[src/rtl/frame_cls_pkg.sv]
package frame_cls_pkg;

  localparam int FLAG_W = 12;

  // flag bit positions
  localparam int F_ETH2 = 0;
  localparam int F_IEEE = 1;
  localparam int F_VLAN = 2;
  localparam int F_ARP  = 3;
  localparam int F_RARP = 4;
  localparam int F_IPX  = 5;
  localparam int F_WAKE = 6;
  localparam int F_IPV4 = 7;
  localparam int F_IPV6 = 8;
  localparam int F_TCP  = 9;
  localparam int F_UDP  = 10;
  localparam int F_ICMP = 11;

  // EtherType table; entry k drives flag bit F_ARP + k
  localparam int N_ET = 6;
  localparam logic [15:0] ET_CODE [N_ET] = '{
    16'h0806, 16'h8035, 16'h8137, 16'h0842, 16'h0800, 16'h86DD
  };
  localparam int ET_IDX_IP4 = F_IPV4 - F_ARP;
  localparam int ET_IDX_IP6 = F_IPV6 - F_ARP;

  localparam logic [15:0] ET_TAG       = 16'h8100;
  localparam logic [15:0] LLC_IPX_RAW  = 16'hFFFF;
  localparam logic [15:0] LLC_IPX_SAP  = 16'hE0E0;

  localparam logic [7:0] PR_ICMP   = 8'd1;
  localparam logic [7:0] PR_TCP    = 8'd6;
  localparam logic [7:0] PR_UDP    = 8'd17;
  localparam logic [7:0] PR_ICMPV6 = 8'd58;

  typedef enum logic [3:0] {
    ST_IDLE,
    ST_ETH,
    ST_LLC,
    ST_IP4,
    ST_IP6,
    ST_TCP,
    ST_UDP,
    ST_PAY,
    ST_END
  } cls_state_t;

endpackage

[src/rtl/frame_cls_type_dec.sv]
module frame_cls_type_dec
  import frame_cls_pkg::*;
#(
  parameter logic [15:0] LEN_MAX = 16'h05DC
) (
  input  logic [15:0]       etype,
  input  logic              tag_seen,
  output logic              is_len,
  output logic              is_tag,
  output logic              go_ip4,
  output logic              go_ip6,
  output logic [FLAG_W-1:0] l3_flags
);

  logic [N_ET-1:0] hit;

  assign is_len = (etype <= LEN_MAX);
  assign is_tag = !is_len && (etype == ET_TAG) && !tag_seen;

  for (genvar g = 0; g < N_ET; g++) begin : g_et
    assign hit[g] = !is_len && (etype == ET_CODE[g]);
  end

  assign go_ip4 = hit[ET_IDX_IP4];
  assign go_ip6 = hit[ET_IDX_IP6];

  always_comb begin
    l3_flags = '0;
    for (int k = 0; k < N_ET; k++) begin
      l3_flags[F_ARP + k] = hit[k];
    end
  end

endmodule

[src/rtl/frame_cls_l4_dec.sv]
module frame_cls_l4_dec
  import frame_cls_pkg::*;
(
  input  logic [7:0] proto,
  input  logic       is_v6,
  output logic       is_tcp,
  output logic       is_udp,
  output logic       is_icmp
);

  assign is_tcp  = (proto == PR_TCP);
  assign is_udp  = (proto == PR_UDP);
  assign is_icmp = is_v6 ? (proto == PR_ICMPV6) : (proto == PR_ICMP);

endmodule

[src/rtl/frame_cls_hlen.sv]
module frame_cls_hlen #(
  parameter int          CNT_W    = 6,
  parameter logic [3:0]  MIN_WORDS = 4'd5
) (
  input  logic [3:0]       words,
  output logic [CNT_W-1:0] last_idx
);

  logic [3:0] w_eff;

  assign w_eff    = (words < MIN_WORDS) ? MIN_WORDS : words;
  // 32-bit words to halfwords, minus one for the last index
  assign last_idx = CNT_W'({w_eff, 1'b0}) - CNT_W'(1);

endmodule

[src/rtl/frame_classifier.sv]
module frame_classifier
  import frame_cls_pkg::*;
#(
  parameter logic [15:0] LEN_MAX       = 16'h05DC,
  parameter int          CNT_W         = 6,
  parameter int          IP6_HDR_BYTES = 40,
  parameter int          UDP_HDR_BYTES = 8,
  parameter logic [3:0]  HLEN_MIN      = 4'd5
) (
  input  logic              clk,
  input  logic              rst_n,
  input  logic              in_valid,
  output logic              in_ready,
  input  logic              in_sof,
  input  logic [15:0]       in_data,
  output logic [FLAG_W-1:0] flags,
  output logic              hdr_done,
  output logic              pl_start
);

  localparam int TYPE_IDX     = 6;
  localparam int TAG_HW       = 2;
  localparam int IP4_PROTO_HW = 4;
  localparam int IP6_NH_HW    = 3;
  localparam int TCP_DOFF_HW  = 6;
  localparam logic [CNT_W-1:0] LIM_MIN = CNT_W'(2 * int'(HLEN_MIN) - 1);
  localparam logic [CNT_W-1:0] LIM_IP6 = CNT_W'(IP6_HDR_BYTES / 2 - 1);
  localparam logic [CNT_W-1:0] LIM_UDP = CNT_W'(UDP_HDR_BYTES / 2 - 1);

  cls_state_t        st, st_n;
  logic [CNT_W-1:0]  rel, rel_n;
  logic [CNT_W-1:0]  lim, lim_n;
  logic              tag_seen, tag_n;
  logic [FLAG_W-1:0] flg, flg_n;
  logic              done_q, done_n;

  logic              td_len, td_tag, td_ip4, td_ip6;
  logic [FLAG_W-1:0] td_l3;
  logic              l4_tcp, l4_udp, l4_icmp;
  logic [7:0]        l4_proto;
  logic [CNT_W-1:0]  ihl_last, doff_last;
  logic [CNT_W-1:0]  type_pos;
  logic [CNT_W-1:0]  proto_pos;

  frame_cls_type_dec #(.LEN_MAX(LEN_MAX)) u_type (
    .etype    (in_data),
    .tag_seen (tag_seen),
    .is_len   (td_len),
    .is_tag   (td_tag),
    .go_ip4   (td_ip4),
    .go_ip6   (td_ip6),
    .l3_flags (td_l3)
  );

  assign l4_proto = (st == ST_IP6) ? in_data[15:8] : in_data[7:0];

  frame_cls_l4_dec u_l4 (
    .proto   (l4_proto),
    .is_v6   (st == ST_IP6),
    .is_tcp  (l4_tcp),
    .is_udp  (l4_udp),
    .is_icmp (l4_icmp)
  );

  frame_cls_hlen #(.CNT_W(CNT_W), .MIN_WORDS(HLEN_MIN)) u_ihl (
    .words    (in_data[11:8]),
    .last_idx (ihl_last)
  );

  frame_cls_hlen #(.CNT_W(CNT_W), .MIN_WORDS(HLEN_MIN)) u_doff (
    .words    (in_data[15:12]),
    .last_idx (doff_last)
  );

  assign type_pos  = tag_seen ? CNT_W'(TYPE_IDX + TAG_HW) : CNT_W'(TYPE_IDX);
  assign proto_pos = (st == ST_IP6) ? CNT_W'(IP6_NH_HW) : CNT_W'(IP4_PROTO_HW);

  always_comb begin
    st_n   = st;
    rel_n  = rel;
    lim_n  = lim;
    tag_n  = tag_seen;
    flg_n  = flg;
    done_n = done_q;
    if (in_valid) begin
      if (in_sof) begin
        st_n   = ST_ETH;
        rel_n  = CNT_W'(1);
        lim_n  = LIM_MIN;
        tag_n  = 1'b0;
        flg_n  = '0;
        done_n = 1'b0;
      end else begin
        case (st)
          ST_ETH: begin
            rel_n = rel + CNT_W'(1);
            if (rel == type_pos) begin
              if (td_len) begin
                flg_n[F_IEEE] = 1'b1;
                st_n          = ST_LLC;
              end else if (td_tag) begin
                flg_n[F_VLAN] = 1'b1;
                tag_n         = 1'b1;
              end else begin
                flg_n         = flg_n | td_l3;
                flg_n[F_ETH2] = 1'b1;
                rel_n         = '0;
                if (td_ip4) begin
                  st_n  = ST_IP4;
                  lim_n = LIM_MIN;
                end else if (td_ip6) begin
                  st_n  = ST_IP6;
                  lim_n = LIM_IP6;
                end else begin
                  st_n   = ST_END;
                  done_n = 1'b1;
                end
              end
            end
          end
          ST_LLC: begin
            if (in_data == LLC_IPX_RAW || in_data == LLC_IPX_SAP) begin
              flg_n[F_IPX] = 1'b1;
            end
            done_n = 1'b1;
            st_n   = ST_END;
          end
          ST_IP4, ST_IP6: begin
            rel_n = rel + CNT_W'(1);
            if (st == ST_IP4 && rel == '0) begin
              lim_n = ihl_last;
            end
            if (rel == proto_pos) begin
              flg_n[F_TCP]  = l4_tcp;
              flg_n[F_UDP]  = l4_udp;
              flg_n[F_ICMP] = l4_icmp;
            end
            if (rel == lim) begin
              rel_n = '0;
              if (flg[F_TCP]) begin
                st_n  = ST_TCP;
                lim_n = LIM_MIN;
              end else if (flg[F_UDP]) begin
                st_n  = ST_UDP;
                lim_n = LIM_UDP;
              end else begin
                st_n   = ST_END;
                done_n = 1'b1;
              end
            end
          end
          ST_TCP: begin
            rel_n = rel + CNT_W'(1);
            if (rel == CNT_W'(TCP_DOFF_HW)) begin
              lim_n = doff_last;
            end
            if (rel == lim) begin
              st_n   = ST_PAY;
              done_n = 1'b1;
            end
          end
          ST_UDP: begin
            rel_n = rel + CNT_W'(1);
            if (rel == lim) begin
              st_n   = ST_PAY;
              done_n = 1'b1;
            end
          end
          ST_PAY: begin
            st_n = ST_END;
          end
          default: begin
          end
        endcase
      end
    end
  end

  always_ff @(posedge clk or negedge rst_n) begin
    if (!rst_n) begin
      st       <= ST_IDLE;
      rel      <= '0;
      lim      <= '0;
      tag_seen <= 1'b0;
      flg      <= '0;
      done_q   <= 1'b0;
    end else begin
      st       <= st_n;
      rel      <= rel_n;
      lim      <= lim_n;
      tag_seen <= tag_n;
      flg      <= flg_n;
      done_q   <= done_n;
    end
  end

  assign in_ready = 1'b1;
  assign flags    = flg;
  assign hdr_done = done_q;
  assign pl_start = in_valid && !in_sof && (st == ST_PAY);

endmodule

[config.mk]
export PLATFORM = sky130hd
export DESIGN_NAME = frame_classifier
export DESIGN_NICKNAME = d
export VERILOG_FILES = /design/src/rtl/frame_cls_pkg.sv /design/src/rtl/frame_cls_type_dec.sv /design/src/rtl/frame_cls_l4_dec.sv /design/src/rtl/frame_cls_hlen.sv /design/src/rtl/frame_classifier.sv
export SDC_FILE = /design/constraint.sdc
export NUM_CORES = 1
export LEC_CHECK = 0
export ABC_AREA = 1
export BUFFER_PORTS_ARGS = -buffer_cell sky130_fd_sc_hd__buf_2
export CORE_ASPECT_RATIO = 0.75
export CORE_MARGIN = 10
export CORE_UTILIZATION = 40
export CTS_CLUSTER_SIZE = 8
export DETAILED_ROUTE_END_ITERATION = 6
export MAX_ROUTING_LAYER = met4
export PLACE_DENSITY = 0.62
export SYNTH_ARGS = -nofsm -noshare
export SYNTH_HDL_FRONTEND = slang
export SYNTH_SLANG_ARGS = --single-unit
export TNS_END_PERCENT = 20
[constraint.sdc]
create_clock -name clk -period 2 [get_ports clk]
set_input_delay 0.3 -clock clk [delete_from_list [all_inputs] [get_ports clk]]
set_output_delay 0.3 -clock clk [all_outputs]
set_load 0.005 [all_outputs]
==> results.py <==
metrics = {
    "synth": {
        "syn_area_um2": 2700,
        "synth_nets": 465,
        "synth_seq_cells": 30,
        "synth_area_leaders": "dfrtp_1 28%, nand2_1 20%, inv_1 7.6%",
        "synth_top_area_share_pct": 27.8,
        "yosys.area.top_type": "dfrtp_1",
        "ys_seq_area_share_pct": 27.8,
        "synthDistinctLibCells": 36,
        "ys_warn_count": 0,
        "syn_inst": 440,
        "syn_area_per_cell_um2": 6.14,
    },
    "die": {
        "num_rows": 25,
        "start_util_pct": 42.1,
        "fp.coreArea_um2": 6410,
        "dieArea_um2": 10500,
        "io_pins": 35,
        "fp.dieW_um": 115,
        "fp.dieH_um": 91.2,
    },
    "placement": {
        "hpwl_um": 7030,
        "gp_congestion": 0.971,
        "port_buffers": 33,
        "pre_cts_ws_ns": 0.0952,
        "placed_area_um2": 3050,
    },
    "timing": {
        "setup_viol": 0,
        "fin_crit_ns": 1.84,
        "rsz0062_at_grt": "no",
        "slew_headroom_pct": 50.8,
        "timing.fmax_mhz": 543,
        "whs_ns": 0.0699,
        "drv_slew": 0,
        "fin_setup_tns_ns": 0,
        "tightest_slew_ns": 0.738,
        "fin_crit_sh_pct": 92.1,
        "setup_ws_ns": 0.158,
        "finalClockSkew_ns": 0.00608,
        "hold_viol": 0,
    },
    "pwr": {
        "powerDensity_nw_per_um2": 767,
        "p_int_uw": 1370,
        "pwr-share-comb_pct": 43.7,
        "switching_power_uw": 1060,
        "seqPwrFrac_pct": 34.6,
        "p_sw_share_pct": 43.7,
        "peakVddDrop_v": 0.000307,
        "leakage_uw": 0.00166,
        "clkPwrFrac_pct": 21.6,
    },
    "detailed_routing": {
        "drt_iter0_drc": 241,
        "first_pass_iters": 7,
        "routed_wl_um": 8570,
        "routed_via_density": 5.15,
        "num_vias": 2950,
        "routedWlPerCell_um": 15.0,
        "postRouteAntennaNets": 0,
        "drt_drc_violations_left": 0,
    },
    "global_routing": {
        "grt_usage_pct": 16.9,
        "use_met2_pct": 22.2,
        "grt-busiest-layer": "met1",
        "overflow": 0,
        "grt_pass1_vias": 2757,
        "grt_pass1_wl_um": 14100,
        "antenna_found_initial": 0,
        "grt_start_max_net_pins": 31,
        "use_met1_pct": 24.8,
        "use_met3_pct": 4.60,
    },
    "worst_setup_path": {
        "cp.arrival_ns": 2.03,
        "cp_max_fo": 10,
        "rr_worst_depth": 9,
        "worstSetupEndpointType": "flop",
        "reg2reg_from": "st[2]",
        "r2r_slack_ns": 0.16,
        "r2r_end": "rel[5]",
        "worstSetupPathType": "flop to flop",
        "start_kind": "flop",
        "required_ns": 2.19,
    },
    "clocking": {
        "clk-insertion-delay-late_ns": 0.29,
        "cts_root_buf": "clkbuf_8",
        "cts_sinks": 30,
        "cts_setup_buffers": 0,
        "cts_max_level": 2,
        "clock_path_buffers": 2,
        "holdBufCountCts": 0,
        "cts_tree": "done",
        "path_clk_slew_ns": 0.07,
        "post_cts_resized": 0,
        "cts_buffers": 5,
    },
    "run_status": {
        "status": "complete, no violations",
    },
    "finish": {
        "final_nets": 516,
        "syn_to_final_growth_pct": 17.4,
        "final_cell_area_um2": 3170,
        "most-common-layout-cells": "141 x nand2_1, 55 x inv_1, 44 x nor2_1",
        "n_antenna_cell": 0,
        "layout_commonest_cell": "nand2_1",
        "final_util_pct": 49.4,
        "drive_gt1_share_pct": 21.5,
    },
    "hold_path": {
        "hp-class": "input port to async pin",
    },
    "flow_run": {
        "maxCapViolCount": 0,
    },
}
## cell usage after synthesis (all sizes together)
cell and number:
ha 5, xor2 4, nor3 11, clkbuf 1, nand2 151, or2 1
a21oi 13, nand4 12, a211oi 1, nand3b 2, a31oi 3, nor4b 1
buf 4, o21ai 24, inv 64, nand3 35, clkinv 3, nor4 2
xnor2 1, nor2 61, o22ai 7, o211ai 3, conb 1, dfrtp 30
## through the flow
stage | total power, µW | cells
final | 2430 | 573
after global routing | 2650 | 573
after floorplan | 1580 | 440
after detailed placement | 1870 | 565
after global placement | 1870 | 565
after CTS | 2410 | 573
## power groups by stage
stage                     Clock, µW  Combinational (µW)  Sequential [µW]
after detailed placement          0                1030              847
final                           526                1060              842
after CTS                       535                1030              838
after global placement            0                1020              847
after global routing            560                1230              862
after floorplan                   0                 760              818
## worst max-delay path by stage
stage	startpoint	endpoint	slack (ns)	cells after the start
after floorplan	rel[1]	lim[1]	0.45	11
after global placement	in_data[11]	rel[5]	0.08	10
after detailed placement	in_data[11]	rel[5]	0.1	10
after CTS	st[2]	rel[5]	0.17	9
after global routing	st[2]	rel[4]	0.006	9
final	st[2]	rel[5]	0.16	9
## final cells by class
cell class | instances | area, µm²
fill | 692 | 3240
clock inverter | 2 | 12.5
inverter | 67 | 251
tap | 81 | 101
sequential | 30 | 752
clock buffer | 6 | 82.6
multi-input combinational | 338 | 1680
timing repair buffer | 49 | 285
## flip-flops by register name, indices dropped and copies added, names as in the netlist
| name | flops |
|---|---|
| flags | 12 |
| lim | 6 |
| rel | 6 |
| st | 4 |
| hdr_done | 1 |
| tag_seen | 1 |
## metal layers
layer  wire [µm]  share of wire, %  vias to the layer above
met3         649               7.6                       11
met5           0                 0                        -
met4          85              0.99                        0
met1        4440                52                     1323
met2        3400                40                      110
li1            -                 -                     1506
## cells by family after synthesis
logic type / synth area share [%]
and+or+nand+nor: 46.8
buffers and inverters: 10.6
AOI/OAI and AO/OA: 10.7
DFF: 27.8
xor gates and xnor gates: 1.62
adders and majority gates: 2.32
other: 0.139
## critical path, cell delays in order, from the launching register on
cell and delay, ns:
dfrtp_1 0.42, nor2_2 0.18, nand2_1 0.17, nand2_4 0.18, inv_2 0.09, nand2_4 0.10
nor2_4 0.06, nor3_2 0.18, nand3_2 0.16, o22ai_1 0.20
Power figures use the tool's default switching activity.
